File: src/rtl/pwm_bank_pkg.sv
package pwm_bank_pkg;

    localparam int ADDR_W   = 12;
    localparam int DATA_W   = 32;
    localparam int MAX_CH   = 8;
    localparam int MODE_BIT = 15;

    localparam logic [ADDR_W-1:0] ADDR_EN     = 12'h000;
    localparam logic [ADDR_W-1:0] ADDR_SRC    = 12'h210;
    localparam logic [ADDR_W-1:0] OFF_CTL     = 12'h000;
    localparam logic [ADDR_W-1:0] OFF_PER_STD = 12'h02C;
    localparam logic [ADDR_W-1:0] OFF_THR_STD = 12'h030;
    localparam logic [ADDR_W-1:0] OFF_PER_ALT = 12'h030;
    localparam logic [ADDR_W-1:0] OFF_THR_ALT = 12'h034;

    typedef enum logic {CH_IDLE, CH_RUN} ch_state_e;

    // Start of each channel's register group (irregular spacing, R3)
    function automatic logic [ADDR_W-1:0] win_base(input int ch);
        logic [ADDR_W-1:0] b;
        unique case (ch)
            0:       b = 12'h010;
            1:       b = 12'h050;
            2:       b = 12'h090;
            3:       b = 12'h0D0;
            4:       b = 12'h110;
            5:       b = 12'h150;
            6:       b = 12'h190;
            7:       b = 12'h220;
            default: b = 12'hFF0;
        endcase
        return b;
    endfunction

endpackage

File: src/rtl/pwm_regs.sv
module pwm_regs
    import pwm_bank_pkg::*;
#(
    parameter int NUM_CH     = 8,
    parameter int PER_W      = 13,
    parameter int THR_W      = 14,
    parameter int DIV_W      = 3,
    parameter bit ALT_LAYOUT = 1'b0,
    parameter int ALT_FIRST  = 3
) (
    input  logic                              clk,
    input  logic                              rst_n,
    input  logic                              wr_en,
    input  logic [ADDR_W-1:0]                 addr,
    input  logic [DATA_W-1:0]                 wdata,
    output logic [DATA_W-1:0]                 rdata,
    output logic [NUM_CH-1:0]                 en_o,
    output logic [NUM_CH-1:0]                 mode_o,
    output logic [NUM_CH-1:0][DIV_W-1:0]      div_o,
    output logic [NUM_CH-1:0][PER_W-1:0]      per_o,
    output logic [NUM_CH-1:0][THR_W-1:0]      thr_o,
    output logic                              src_ref_o
);

    logic [NUM_CH-1:0]             en_q;
    logic                          src_q;
    logic [NUM_CH-1:0]             hit_ch;
    logic [NUM_CH-1:0][DATA_W-1:0] rd_ch;
    logic                          hit_any;

    for (genvar g = 0; g < NUM_CH; g++) begin : g_ch
        localparam bit USE_ALT = ALT_LAYOUT && (g >= ALT_FIRST);
        localparam logic [ADDR_W-1:0] A_CTL = win_base(g) + OFF_CTL;
        localparam logic [ADDR_W-1:0] A_PER = win_base(g) + (USE_ALT ? OFF_PER_ALT : OFF_PER_STD);
        localparam logic [ADDR_W-1:0] A_THR = win_base(g) + (USE_ALT ? OFF_THR_ALT : OFF_THR_STD);

        logic              sel_ctl, sel_per, sel_thr;
        logic              mode_q;
        logic [DIV_W-1:0]  div_q;
        logic [PER_W-1:0]  per_q;
        logic [THR_W-1:0]  thr_q;
        logic [DATA_W-1:0] rd_w;

        assign sel_ctl   = (addr == A_CTL);
        assign sel_per   = (addr == A_PER);
        assign sel_thr   = (addr == A_THR);
        assign hit_ch[g] = sel_ctl | sel_per | sel_thr;

        always_ff @(posedge clk or negedge rst_n) begin
            if (!rst_n) begin
                mode_q <= 1'b0;
                div_q  <= '0;
                per_q  <= '0;
                thr_q  <= '0;
            end else if (wr_en) begin
                if (sel_ctl) begin
                    mode_q <= wdata[MODE_BIT];
                    div_q  <= wdata[DIV_W-1:0];
                end
                if (sel_per) per_q <= wdata[PER_W-1:0];
                if (sel_thr) thr_q <= wdata[THR_W-1:0];
            end
        end

        always_comb begin
            rd_w = '0;
            if (sel_ctl) begin
                rd_w[MODE_BIT]    = mode_q;
                rd_w[DIV_W-1:0]   = div_q;
            end else if (sel_per) begin
                rd_w[PER_W-1:0]   = per_q;
            end else if (sel_thr) begin
                rd_w[THR_W-1:0]   = thr_q;
            end
        end

        assign rd_ch[g]  = rd_w;
        assign mode_o[g] = mode_q;
        assign div_o[g]  = div_q;
        assign per_o[g]  = per_q;
        assign thr_o[g]  = thr_q;
    end

    always_ff @(posedge clk or negedge rst_n) begin
        if (!rst_n) begin
            en_q  <= '0;
            src_q <= 1'b1;
        end else if (wr_en) begin
            if (addr == ADDR_EN)  en_q  <= wdata[NUM_CH-1:0];
            if (addr == ADDR_SRC) src_q <= wdata[0];
        end
    end

    assign hit_any = (addr == ADDR_EN) | (addr == ADDR_SRC) | (|hit_ch);

    always_comb begin
        rdata = '0;
        if (addr == ADDR_EN)  rdata[NUM_CH-1:0] = en_q;
        if (addr == ADDR_SRC) rdata[0]          = src_q;
        for (int c = 0; c < NUM_CH; c++) rdata = rdata | rd_ch[c];
    end

    assign en_o      = en_q;
    assign src_ref_o = src_q;

    // a write to the enable word lands exactly
    p_en_write_r2: assert property (@(posedge clk) disable iff (!rst_n)
        (wr_en && addr == ADDR_EN) |=> (en_q == $past(wdata[NUM_CH-1:0])));

    // source select follows its written bit
    p_src_write_r9: assert property (@(posedge clk) disable iff (!rst_n)
        (wr_en && addr == ADDR_SRC) |=> (src_q == $past(wdata[0])));

    // a write that hits nothing leaves all state untouched
    p_unmapped_write_r13: assert property (@(posedge clk) disable iff (!rst_n)
        (wr_en && !hit_any) |=> ($stable(en_q) && $stable(src_q) && $stable(mode_o)
                                 && $stable(div_o) && $stable(per_o) && $stable(thr_o)));

endmodule

File: src/rtl/pwm_chan.sv
module pwm_chan
    import pwm_bank_pkg::*;
#(
    parameter int PER_W = 13,
    parameter int THR_W = 14,
    parameter int DIV_W = 3
) (
    input  logic             clk,
    input  logic             rst_n,
    input  logic             base_tick,
    input  logic             run_req,
    input  logic [DIV_W-1:0] div_i,
    input  logic [PER_W-1:0] per_i,
    input  logic [THR_W-1:0] thr_i,
    output logic             pwm_o
);

    localparam int PRE_W = (1 << DIV_W) - 1;

    ch_state_e        state_q, state_d;
    logic [PRE_W-1:0] pre_q, pre_lim;
    logic [PER_W-1:0] cnt_q, act_per_q;
    logic [THR_W-1:0] act_thr_q;
    logic [DIV_W-1:0] act_div_q;
    logic             tick, wrap;

    assign pre_lim = {PRE_W{1'b1}} >> (PRE_W - int'(act_div_q));
    assign tick    = (state_q == CH_RUN) && base_tick && (pre_q == pre_lim);
    assign wrap    = tick && (cnt_q >= act_per_q);

    // Transitions START, STOP and WRAP
    always_comb begin
        state_d = state_q;
        unique case (state_q)
            CH_IDLE: if (run_req)  state_d = CH_RUN;
            CH_RUN:  if (!run_req) state_d = CH_IDLE;
            default: state_d = CH_IDLE;
        endcase
    end

    always_ff @(posedge clk or negedge rst_n) begin
        if (!rst_n) state_q <= CH_IDLE;
        else        state_q <= state_d;
    end

    always_ff @(posedge clk or negedge rst_n) begin
        if (!rst_n) begin
            cnt_q     <= '0;
            pre_q     <= '0;
            act_per_q <= '0;
            act_thr_q <= '0;
            act_div_q <= '0;
        end else begin
            unique case (state_q)
                CH_IDLE: begin
                    cnt_q <= '0;
                    pre_q <= '0;
                    if (run_req) begin
                        act_per_q <= per_i;
                        act_thr_q <= thr_i;
                        act_div_q <= div_i;
                    end
                end
                CH_RUN: begin
                    if (!run_req) begin
                        cnt_q <= '0;
                        pre_q <= '0;
                    end else if (wrap) begin
                        cnt_q     <= '0;
                        pre_q     <= '0;
                        act_per_q <= per_i;
                        act_thr_q <= thr_i;
                        act_div_q <= div_i;
                    end else if (tick) begin
                        cnt_q <= cnt_q + 1'b1;
                        pre_q <= '0;
                    end else if (base_tick) begin
                        pre_q <= pre_q + 1'b1;
                    end
                end
                default: begin
                    cnt_q <= '0;
                    pre_q <= '0;
                end
            endcase
        end
    end

    always_comb begin
        pwm_o = (state_q == CH_RUN) && (THR_W'(cnt_q) < act_thr_q);
    end

    // the count never passes the active period
    p_cnt_bound_r6: assert property (@(posedge clk) disable iff (!rst_n)
        (state_q == CH_RUN) |-> (cnt_q <= act_per_q));

    // prescaler stays within its 2^D window
    p_pre_bound_r8: assert property (@(posedge clk) disable iff (!rst_n)
        (state_q == CH_RUN) |-> (pre_q <= pre_lim));

    // the counter moves only on a prescaled tick
    p_cnt_hold_r8: assert property (@(posedge clk) disable iff (!rst_n)
        (state_q == CH_RUN && run_req && !tick) |=> $stable(cnt_q));

    // active values are frozen between wraps
    p_shadow_hold_r11: assert property (@(posedge clk) disable iff (!rst_n)
        (state_q == CH_RUN && run_req && !wrap) |=>
            ($stable(act_per_q) && $stable(act_thr_q) && $stable(act_div_q)));

    // a stopped channel is low with a zero count next cycle
    p_stop_low_r10: assert property (@(posedge clk) disable iff (!rst_n)
        !run_req |=> (cnt_q == '0 && !pwm_o));

endmodule

File: src/rtl/pwm_bank.sv
module pwm_bank
    import pwm_bank_pkg::*;
#(
    parameter int NUM_CH     = 8,
    parameter int PER_W      = 13,
    parameter int DIV_W      = 3,
    parameter bit ALT_LAYOUT = 1'b0,
    parameter int ALT_FIRST  = 3
) (
    input  logic              clk,
    input  logic              rst_n,
    input  logic              ref_tick,
    input  logic              wr_en,
    input  logic [ADDR_W-1:0] addr,
    input  logic [DATA_W-1:0] wdata,
    output logic [DATA_W-1:0] rdata,
    output logic [NUM_CH-1:0] pwm_out
);

    localparam int THR_W = PER_W + 1;

    logic [NUM_CH-1:0]            en, mode;
    logic [NUM_CH-1:0][DIV_W-1:0] div;
    logic [NUM_CH-1:0][PER_W-1:0] per;
    logic [NUM_CH-1:0][THR_W-1:0] thr;
    logic                         src_ref;
    logic                         base_tick;

    pwm_regs #(
        .NUM_CH     (NUM_CH),
        .PER_W      (PER_W),
        .THR_W      (THR_W),
        .DIV_W      (DIV_W),
        .ALT_LAYOUT (ALT_LAYOUT),
        .ALT_FIRST  (ALT_FIRST)
    ) i_regs (
        .clk       (clk),
        .rst_n     (rst_n),
        .wr_en     (wr_en),
        .addr      (addr),
        .wdata     (wdata),
        .rdata     (rdata),
        .en_o      (en),
        .mode_o    (mode),
        .div_o     (div),
        .per_o     (per),
        .thr_o     (thr),
        .src_ref_o (src_ref)
    );

    assign base_tick = src_ref ? ref_tick : 1'b1;

    for (genvar g = 0; g < NUM_CH; g++) begin : g_chan
        pwm_chan #(
            .PER_W (PER_W),
            .THR_W (THR_W),
            .DIV_W (DIV_W)
        ) i_chan (
            .clk       (clk),
            .rst_n     (rst_n),
            .base_tick (base_tick),
            .run_req   (en[g] & mode[g]),
            .div_i     (div[g]),
            .per_i     (per[g]),
            .thr_i     (thr[g]),
            .pwm_o     (pwm_out[g])
        );
    end

endmodule

File: config.mk
export PLATFORM = sky130hd
export DESIGN_NAME = pwm_bank
export DESIGN_NICKNAME = d
export VERILOG_FILES = /design/src/rtl/pwm_bank_pkg.sv /design/src/rtl/pwm_regs.sv /design/src/rtl/pwm_chan.sv /design/src/rtl/pwm_bank.sv
export SDC_FILE = /design/constraint.sdc
export NUM_CORES = 1
export LEC_CHECK = 0
export BUFFER_PORTS_ARGS = -buffer_cell sky130_fd_sc_hd__buf_2
export CAP_MARGIN = 20
export CORE_MARGIN = 1.5
export CORE_UTILIZATION = 61
export CTS_BUF_LIST = sky130_fd_sc_hd__clkbuf_8
export CTS_CLUSTER_DIAMETER = 60
export DETAILED_ROUTE_END_ITERATION = 10
export PLACE_DENSITY = 0.77
export SKIP_CTS_REPAIR_TIMING = 1
export SYNTH_ARGS = -nofsm -noshare
export SYNTH_HDL_FRONTEND = slang
export SYNTH_SLANG_ARGS = --single-unit
File: constraint.sdc
create_clock -name clk -period 4.1 [get_ports clk]
set_input_delay 0.205 -clock clk [delete_from_list [all_inputs] [get_ports clk]]
set_output_delay 0.205 -clock clk [all_outputs]
set_load 0.02 [all_outputs]
* Word-level counts from Yosys, hierarchy flattened
Index checks and enable logic that the tools add are counted.
** Operators by class
- Add/sub/neg operators :: 24
- Order comparisons :: 16
- Equal/unequal tests :: 73
- Shift-type cells :: 8
- Muxes and demuxes :: 227
- Bitwise logic cells :: 24
- Reduce and logical (&&, ||, !) cells :: 67
** Operator list (count)
- $mux W13 :: 56
- $mux W14 :: 32
- $pmux W13 S2 :: 16
- $shr A7 B32 Y7 const A :: 8
- $mux W7 :: 32
- $or A32 B16 Y32 :: 7
- $pmux W14 S2 :: 8
- $eq A12 B9 Y1 const B :: 10
- $lt A13 B14 Y1 :: 8
- $pmux W7 S2 :: 8
- $add A13 B1 Y13 const B :: 8
- $ge A13 B13 Y1 :: 8
- $mux W3 :: 32
- $mux W11 :: 8
- $eq A12 B8 Y1 const B :: 6
- $add A7 B1 Y7 const B :: 8
- $eq A7 B7 Y1 :: 8
- $reduce_and A2 Y1 :: 26
- $eq A12 B10 Y1 const B :: 4
- $pmux W3 S2 :: 8
- $eq A12 B7 Y1 const B :: 3
- $ne A5 B5 Y1 const B :: 7
- $logic_and A1 B1 Y1 :: 32
- $ne A2 B1 Y1 const B :: 16
- 13 further kinds :: 80
** Word-level totals
- Flip-flop bits (word level) :: 665
- Input bits :: 48
- Output and inout port bits :: 40
- Logic and storage cells :: 521

* Depth between registers and ports, before layout
Gate-level depths: netlist of the first run.
- Depth after elaboration :: 12
- Mapped depth :: 10

* By module
A second synthesis of the first run with hierarchy kept.
** Unflattened totals
- Cells, all modules :: 3225
- Area, all modules :: 36676.4 sq um
** By module, submodules not included
- pwm_chan (g_chan[0].i_chan ...) :: times used 6, cells each 279, area an instance 3066.7 sq um, sequential area each 1276.2 sq um
- pwm_regs :: times used 1, cells each 964, area an instance 12107.9 sq um, sequential area each 6432.4 sq um
- pwm_chan (g_chan[3].i_chan) :: times used 1, cells each 291, area an instance 3100.5 sq um, sequential area each 1276.2 sq um
- pwm_chan (g_chan[7].i_chan) :: times used 1, cells each 287, area an instance 3011.6 sq um, sequential area each 1276.2 sq um
- pwm_bank :: times used 1, cells each 9, area an instance 56.3 sq um, sequential area each 0.0 sq um

* Least setup slack after synthesis of the first run
No wires, ideal clock.
- Path type :: register -> register
- Start point :: register g_chan[5].i_chan.cnt_q[0]
- End point :: register g_chan[5].i_chan.act_div_q[0]
- Setup time :: 0.125 ns
- Arrival time :: 2.427 ns
- Setup slack :: 1.548 ns
- Cell stages (with the launch flop) :: 11
- Clock period less this slack :: 2.552 ns
- Cells stage by stage :: dfrtp_1 > inv_1 > ha_1 > nand2b_1 > a2111oi_0 > or4_1 > a21oi_1 > nand4_1 > a21boi_1 > buf_2 > mux2_2
** On the way
- Longest elaborated chain between the ends :: 4
** Ends and longest elaborated chain
- start, declared :: RTL line pwm_chan.sv:22 : logic [PER_W-1:0] cnt_q, act_per_q;
- start signal, assigned :: RTL line pwm_chan.sv:75 : cnt_q <= cnt_q + 1'b1;
- $ge A13 B13 Y1 :: RTL line pwm_chan.sv:29 : assign wrap = tick && (cnt_q >= act_per_q);
- $logic_and A1 B1 Y1 :: RTL line pwm_chan.sv:29
- $ne A2 B2 Y1 (no line)
- $reduce_and A3 Y1 (no line)
- end signal, assigned :: RTL line pwm_chan.sv:61 : act_div_q <= div_i;
- end signal, assigned :: RTL line pwm_chan.sv:73 : act_div_q <= div_i;
- end, declared :: RTL line pwm_chan.sv:24 : logic [DIV_W-1:0] act_div_q;
No other way between the ends.
A chain may end at the register's enable or synchronous reset.

* Worst setup path in the final report of the first run
- Start point :: register i_regs.g_ch[3].per_q[4]
- End point :: output port rdata[4]
** On the way
- Longest elaborated chain between the ends :: 7
** Ends and longest elaborated chain
- start, declared :: RTL line pwm_regs.sv:40 : logic [PER_W-1:0] per_q;
- start signal, assigned :: RTL line pwm_regs.sv:60 : if (sel_per) per_q <= wdata[PER_W-1:0];
- $mux W13 :: RTL line pwm_regs.sv:70 : end else if (sel_per) begin
- $mux W11 :: RTL line pwm_regs.sv:67 : if (sel_ctl) begin
- $or A32 B16 Y32 (5 in a row) :: RTL line pwm_regs.sv:100 : for (int c = 0; c < NUM_CH; c++) rdata = rdata | rd_ch[c];
- end, declared :: RTL line pwm_bank.sv:16 : output logic [DATA_W-1:0] rdata,
No other way between the ends.

==> summary.md, run 1 <==
| Metric | Value |
|---|---|
| Cells after Synth | between 3,000 and 4,000 |
| Fin area | between 30,000 and 40,000 um^2 |
| Yosys reg bits | roughly 670 |
| Initial DRC Count | around 2,500 |
| Unrepaired setup endpoints after global routing | no |
| Multi-input gate area | between 15,000 and 20,000 um^2 |
| Clock tree buffer depth | 3 |
| Worst path slowest cell | dfrtp_1 |
| Root buf cell | clkbuf_8 |
| # port buffers | 53 |
| Most used flip-flop cell after synthesis | dfrtp_1 |
| Worst Tran Pin Value | 964 ps |
| Total power draw | roughly 13 mW |
| Mapped cell area | between 30,000 and 40,000 um^2 |
| PD cells | approximately 340 nW/um^2 |
| CP max stage delay | around 480 ps |
| Sequential fraction of the synthesis area | between 40% and 50% |
| Cell Area, Placed | between 30,000 and 40,000 um^2 |
| Detailed-route DRC error count | 0 |
| Most frequent cells in the layout | 664 x dfrtp_1, 452 x mux2_2, 248 x inv_1 |
| CTS tree | done |
| Type of the worst setup path | reg2out |
| Req. time, crit path | approximately 3900 ps |
| GRT overflow | 0 |
| Leak | about 18 nW |
| Fin nets | 3,580 |
| Worst slew margin | ~35% |
| Layout overhead on the synthesized area | 9.79% |
| DR pass1 iterations | 6 |
| CTS Buf Count | approximately 110 |
| Via density | between 6 and 7 |
| Setup-failing EPs final | 0 |
| Clk_lat worst skew | 730 ps |
| Commonest non-fill, non-tap cell in the layout | dfrtp_1 |
| Crit-path leading delay family | compound AO/OA/AOI/OAI gates |
| Core Footprint | around 58,000 um^2 |
| Die ar. | approximately 60,000 um^2 |
| Antenna-violating nets left | 0 |
| Initial Util | about three fifths |
| FMAX | around 300 MHz |
| Sequential Area | about 17,000 um^2 |
| Setup tns final | 0 ps |
| Placed Cells | between 3,000 and 4,000 |
| Vias | between 20,000 and 30,000 |
| Peak VDD IR | 296 uV |
| Pin count of the biggest net entering global routing | 121 |
| Clock Sinks | between 600 and 700 |
| Crit share post-route | 79.4% |
| CP max FO | 3 |
| FP Rows | 88 |
| Io pins | 88 |
| Critical path capture point type | output port |
| Initial antenna violation count | 5 |
| Worst setup SP type | flip-flop |
| Ys async rst share | 100% |
| Die Span X | approximately 240 um |
| Chip height | 244 um |
| Max_cap viols | 0 |
| Final Worst Setup Slack | roughly 850 ps |
| H-tree depth | 3 |
| FILL cells | 4,239 |
| Layout cells sized above 1 | 23.6% |
| Routed wire length | just over 100,000 um |
| Crit-path cells | mux2_2 -> a22oi_1 -> nor2_1 -> a221oi_1 -> o21ai_0 -> nor3_1 -> nand3_1 -> buf_2 |
| Result of the run | complete, no violations |
| DPL Wire Length | around 74,000 um |
| Slew Viols, Final | 0 |
| Clock skew | roughly 22 ps |
| Yosys warns | 0 |
| Post-Place Worst Slack | about 930 ps |
| Netlist cell types | 94 |
| Clock-pin slew on the worst setup and hold paths | roughly 70 ps |
| Worst EP arrival | 3050 ps |
| Hold Violations, Final | 0 |
| First-pass GRT wire length | 160,000 um |
| Vias in the first global route | roughly 27,000 |
| WL/cell | between 20 and 25 um |
| Hold/Removal Path Class | in2reg |
| Buf/Inv on CP | 1 |
| Final min period | between 3000 and 4000 ps |
| Post-synth EDFFs | 0 |
| All-Layer GR Usage | 34.9% |
| Layout Cells excl Fill | between 4,000 and 5,000 |
| Synth Area per Inst | around 11 um^2 |
| GP Congestion | 0.994 |
==> layer usage <==
metal / global-route usage, % / part of all wire [%]
met1: 48.0 / 41
met2: 54.3 / 46
met3: 6.85 / 8.6
met4: 14.8 / 4.4
met5: 0 / 0
==> path summary, 6_finish.rpt <==
check,from,to,slack [ps],cells after the start
worst min-delay path,wdata[13],i_regs.g_ch[0].thr_q[13]$_DFFE_PN0P_,90,2
worst max register to register,g_chan[0].i_chan.act_div_q[1]$_DFFE_PN0P_,g_chan[0].i_chan.act_per_q[2]$_DFFE_PN0P_,900,7
max in group asynchronous,rst_n,g_chan[5].i_chan.pre_q[1]$_DFFE_PN0P_,2810,3
min in group asynchronous,rst_n,g_chan[7].i_chan.act_div_q[2]$_DFFE_PN0P_,130,2
worst min register to register,g_chan[4].i_chan.act_per_q[6]$_DFFE_PN0P_,g_chan[4].i_chan.act_per_q[6]$_DFFE_PN0P_,480,1
worst max-delay path,i_regs.g_ch[3].per_q[4]$_DFFE_PN0P_,rdata[4],850,8
==> sequential cells by signal (all words and copies together), names as in the netlist, 24 cells and up <==
register,count
g_chan.i_chan.cnt_q,104
i_regs.g_ch.div_q,24
g_chan.i_chan.act_per_q,104
i_regs.g_ch.thr_q,112
i_regs.g_ch.per_q,104
g_chan.i_chan.pre_q,56
g_chan.i_chan.act_div_q,24
g_chan.i_chan.act_thr_q,112
==> cell type report <==
cell class,instances,share of cell area [%]
Clock inverter,48,0.966
Timing Repair Buffer,107,1.98
Clock buffer,153,5.40
Multi-Input combinational cell,2205,44.3
Antenna cell,5,0.0321
Inverter,226,2.18
Tap cell,765,2.46
Sequential cell,665,42.7
==> metrics by stage <==
stage / hold slack [ps] / utilization [%]
2_1_floorplan: -90.6 / -
3_3_place_gp: 296 / 63.3
3_5_place_dp: 309 / 63.3
4_1_cts: -462 / 67.6
5_1_grt: 49.1 / 67.7
6_report: 92.7 / 67.7
==> cell families (layout without fill, tap and decap cells) <==
group	Yosys count	after routing	synth area share, %
AOI/OAI and AO/OA	593	593	10.9
xor gates and xnor gates	69	69	1.70
adders and majority gates	216	216	7.61
buffers and inverters	387	534	4.80
DFF	665	665	46.9
muxes	516	516	16.5
other	1	22	0.0106
and+or+nand+nor	794	794	11.6
==> synthesized netlist by cell type (30+ instances only) <==
| master | number | area (um^2) |
|---|---|---|
| nand4_1 | 32 | 200 |
| buf_4 | 36 | 270 |
| clkbuf_1 | 64 | 240 |
| or3_1 | 30 | 188 |
| nor3_1 | 47 | 235 |
| a21oi_1 | 176 | 881 |
| buf_2 | 40 | 200 |
| nor2_1 | 183 | 687 |
| mux2_2 | 452 | 5090 |
| mux2_1 | 31 | 349 |
| o21ai_0 | 127 | 636 |
| and3_1 | 34 | 213 |
| nand2_1 | 165 | 619 |
| ha_1 | 216 | 2700 |
| a22oi_1 | 56 | 420 |
| inv_1 | 226 | 848 |
| xor2_1 | 41 | 359 |
| nand3_1 | 103 | 515 |
| nand2b_1 | 43 | 269 |
| dfrtp_1 | 664 | 16600 |
| nor2b_1 | 41 | 257 |
==> report_power, final <==
part,internal (mW),switching (mW)
Sequential,6.58,0.0181
Combinational,0.0512,0.279
Clock,3.68,2.73
Total,10.3,3.03
No activity file was read; power rests on OpenSTA's default activity.
==> run 2, diff against run 1 <==
--- a/config.mk
+++ b/config.mk
@@ -5,14 +5,15 @@
 export SDC_FILE = /design/constraint.sdc
 export NUM_CORES = 1
 export LEC_CHECK = 0
+export ABC_AREA = 1
 export BUFFER_PORTS_ARGS = -buffer_cell sky130_fd_sc_hd__buf_2
 export CAP_MARGIN = 20
 export CORE_MARGIN = 1.5
-export CORE_UTILIZATION = 61
+export CORE_UTILIZATION = 59
 export CTS_BUF_LIST = sky130_fd_sc_hd__clkbuf_8
 export CTS_CLUSTER_DIAMETER = 60
 export DETAILED_ROUTE_END_ITERATION = 10
-export PLACE_DENSITY = 0.77
+export PLACE_DENSITY = 0.78
 export SKIP_CTS_REPAIR_TIMING = 1
 export SYNTH_ARGS = -nofsm -noshare
 export SYNTH_HDL_FRONTEND = slang
==> constraint.sdc (replaced) <==
create_clock -name clk -period 2.8 [get_ports clk]
set_input_delay 0.14 -clock clk [delete_from_list [all_inputs] [get_ports clk]]
set_output_delay 0.14 -clock clk [all_outputs]
set_load 0.02 [all_outputs]
==> run 2 against run 1 <==
Core utilization shrank 2.6 points; sequential share of layout area shrank 2.2 points; final area grew 5.5%; non-clock buffer count grew 28; synthesized cell count grew 55%; clock-buffer cell count shrank 6; clock power grew 40%; largest power group unchanged; worst hold slack gained 7.0 ps; largest cell class unchanged; total power grew 44%; cell count grew 44%; global-route usage shrank 4.2 points; critical endpoint is now rdata[6]; setup slack lost 690 ps.
==> summary.md, run 2 <==
| Metric | Value |
|---|---|
| Post-synth EDFFs | 0 |
| Initial Util | about 60% |
| Post-Place Worst Slack | between 300 and 400 ps |
| Sequential Area | between 15,000 and 20,000 um^2 |
| Clock power share | between 40% and 50% |
| Post-synthesis mux area share | 0% |
| RR Endpoint | g_chan[7].i_chan.act_per_q[5]$_DFFE_PN0P_ |
| Sw power | 4.49 mW |
| Post-Synth XOR/XNOR Area | between 1 and 1.5% |
| Chip height | roughly 260 um |
| Synth Area in Adders | under 10% |
| WHS Path Cells | 3 |
| Final min period | ~2600 ps |
| Io pins | slightly below 90 |
| Initial antenna violation count | 5 |
| Most frequent cell after synthesis | nand2_1 |
| Layout cells sized above 1 | 7.92% |
| Sequential fraction of the synthesis area | between 40% and 50% |
| Clock tree buffer depth | 3 |
| Total power draw | between 15 and 20 mW |
| Worst setup SP type | flip-flop |
| Main combinational cell family by area after synthesis | simple AND/OR/NAND/NOR gates |
| Worst EP arrival | between 2000 and 3000 ps |
| Synth Area per Inst | ~7.5 um^2 |
| FP Rows | about 90 |
| Setup tns final | 0 ps |
| Final Worst Setup Slack | around 160 ps |
| Vias in the first global route | 31,400 |
| Setup-failing EPs final | 0 |
| HP Start | wr_en |
| Unrepaired setup endpoints after global routing | no |
| All-Layer GR Usage | 30.7% |
| Die ar. | about 66,000 um^2 |
| CP max FO | 3 |
| WL/cell | 16.6 um |
| Pin count of the biggest net entering global routing | 92 |
| Max_cap viols | 0 |
| Reg2reg start | g_chan[7].i_chan.cnt_q[2]$_DFFE_PN0P_ |
| Via density | around 5.5 |
| Result of the run | complete, no violations |
| Netlist cell types | between 40 and 50 |
| Cells after Synth | 5,024 |
| Post-synth top area cell | dfrtp_1 |
| PD cells | approximately 470 nW/um^2 |
| Ys async rst share | 100% |
| Fin nets | approximately 5,400 |
| Largest cells by area after synthesis | dfrtp_1 44%, nand2_1 17%, ha_1 7.1%, nand3_1 6.5%, inv_1 5.4% |
| Leak | 21.2 nW |
| Simple-Gate Fraction of Synth Area | about a third |
| Layout Cells excl Fill | between 6,000 and 7,000 |
| Vias | around 33,000 |
| Multi-input gate area | 18,000 um^2 |
| Req. time, crit path | 2660 ps |
| Root buf cell | clkbuf_8 |
| Worst Hold Path EP | i_regs.g_ch[1].per_q[0]$_DFFE_PN0P_ |
| Clock-pin slew on the worst setup and hold paths | 60 ps |
| Comb power frac | 2.6% |
| Sw Ratio | 23.4% |
| Most used flip-flop cell after synthesis | dfrtp_1 |
| Peak VDD IR | about 530 uV |
| Worst Tran Pin Value | between 1000 and 1500 ps |
| Slew Viols, Final | 0 |
| Crit share post-route | 94.3% |
| Die Span X | approximately 260 um |
| Regs by FF count | g_chan.i_chan.act_thr_q x112, i_regs.g_ch.thr_q x112 |
| Core Footprint | between 60,000 and 70,000 um^2 |
| CTS Buf Count | approximately 110 |
| Placed Cells | roughly 5,800 |
| Sequential share of power | between 50% and 60% |
| Clock Sinks | 665 |
| Commonest non-fill, non-tap cell in the layout | nand2_1 |
| Hold Violations, Final | 0 |
| CTS tree | done |
| FMAX | roughly 380 MHz |
| First-pass GRT wire length | 162,000 um |
| DPL Wire Length | about 73,000 um |
| Clock skew | 41.3 ps |
| Compound-gate portion of the synthesized area | under 10% |
| Layout overhead on the synthesized area | 8.75% |
| DR pass1 iterations | 6 |
| Type of the worst setup path | reg2out |
| GRT overflow | 0 |
| GP Congestion | about 0.98 |
| Share of the synthesized area in the top cell type | between 40% and 50% |
| # port buffers | 53 |
| Detailed-route DRC error count | 0 |
| H-tree depth | 3 |
| Top cells by count, synth | 1,711 x nand2_1, 664 x dfrtp_1, 546 x inv_1 |
| Yosys reg bits | approximately 670 |
| Mapped cell area | between 30,000 and 40,000 um^2 |
| Clk_lat worst skew | roughly 750 ps |
| Routed wire length | 100,000 um |
| FILL cells | 5,487 |
| R2r setup slk | between 300 and 400 ps |
| Most frequent cells in the layout | 1,711 x nand2_1, 664 x dfrtp_1, 567 x inv_1 |
| Worst slew margin | around 27% |
| Yosys warns | 0 |
| Antenna-violating nets left | 0 |
| Reg2Reg Depth | 10 |
| Initial DRC Count | a little over 3,000 |
| Hold/Removal Path Class | in2reg |
| Int Power | about 15 mW |
| Critical path capture point type | output port |
run 2: cell types whose count changed in the layout (fill, tap and decap cells not counted), sizes merged, moves of 41 or more:
cell | previous run | this run
nand2 | 170 | 1752
a22oi | 56 | 0
nand2b | 44 | 0
nand3 | 104 | 498
nor2b | 41 | 0
nand4 | 33 | 113
inv | 248 | 589
a21oi | 177 | 118
o21ai | 128 | 338
mux2 | 503 | 0
nor2 | 191 | 384
run 2: critical path: stages, from the launching register on:
cell	delay (ps)
dfrtp_1	400
nand3b_1	160
nand2_1	70
inv_1	40
nand2_1	60
nand3_1	60
nor2_1	440
nand3_1	310
buf_2	250
run 2: per-layer routing:
layer	up-vias	part of all wire, %	global-route usage, %
met4	8	3.5	11.3
met1	15600	42	41.1
li1	16300	-	-
met5	-	0.075	0
met3	225	8.6	6.92
met2	1151	46	49.0
run 2: cell type report:
class                   count  share of cell area, %
diodes                      1                0.00608
clock buffers             147                   4.92
clock inverters            47                  0.751
inverters                 565                   5.16
multi-input cells        3617                   43.7
flip-flops and latches    665                   40.5
well taps                 846                   2.57
repair buffers            135                   2.45
run 2: cells by family after synthesis:
group / count (synthesis)
AND/OR/NAND/NOR: 2844
buffers and inverters: 758
adder cells (fa/ha/maj): 216
other: 1
flip-flops: 665
AO/OA/AOI/OAI: 495
XOR/XNOR: 45
run 2: worst max-delay path by stage:
| stage | start | to | slack [ps] |
|---|---|---|---|
| after global placement | g_chan[7].i_chan.cnt_q[8]$_DFFE_PN0P_ | g_chan[7].i_chan.act_div_q[1]$_DFFE_PN0P_ | 430 |
| final | i_regs.g_ch[7].per_q[6]$_DFFE_PN0P_ | rdata[6] | 160 |
| after floorplan | g_chan[0].i_chan.cnt_q[12]$_DFFE_PN0P_ | g_chan[0].i_chan.act_div_q[0]$_DFFE_PN0P_ | 1030 |
| after CTS | g_chan[6].i_chan.cnt_q[1]$_DFFE_PN0P_ | pwm_out[6] | 180 |
| after global routing | i_regs.g_ch[7].per_q[6]$_DFFE_PN0P_ | rdata[6] | 50 |
| after detailed placement | g_chan[7].i_chan.cnt_q[8]$_DFFE_PN0P_ | g_chan[7].i_chan.act_thr_q[13]$_DFFE_PN0P_ | 370 |
run 2: stage by stage:
step	hold slack, ps	instance area (um^2)	util (%)
6_report	99.8	41100	65.1
5_1_grt	77.9	41100	65.1
4_1_cts	-640	41000	64.9
3_5_place_dp	141	38700	61.2
3_3_place_gp	141	38700	61.2
2_1_floorplan	-156	37900	-
run 2: power by group through the flow:
stage / clock (mW) / sequential [mW] / combinational [mW]
after floorplan: 0 / 9.82 / 0.154
after global placement: 0 / 9.82 / 0.481
after detailed placement: 0 / 9.82 / 0.483
after CTS: 9.12 / 9.65 / 0.484
after global routing: 9.55 / 9.65 / 0.546
final: 9.00 / 9.65 / 0.496
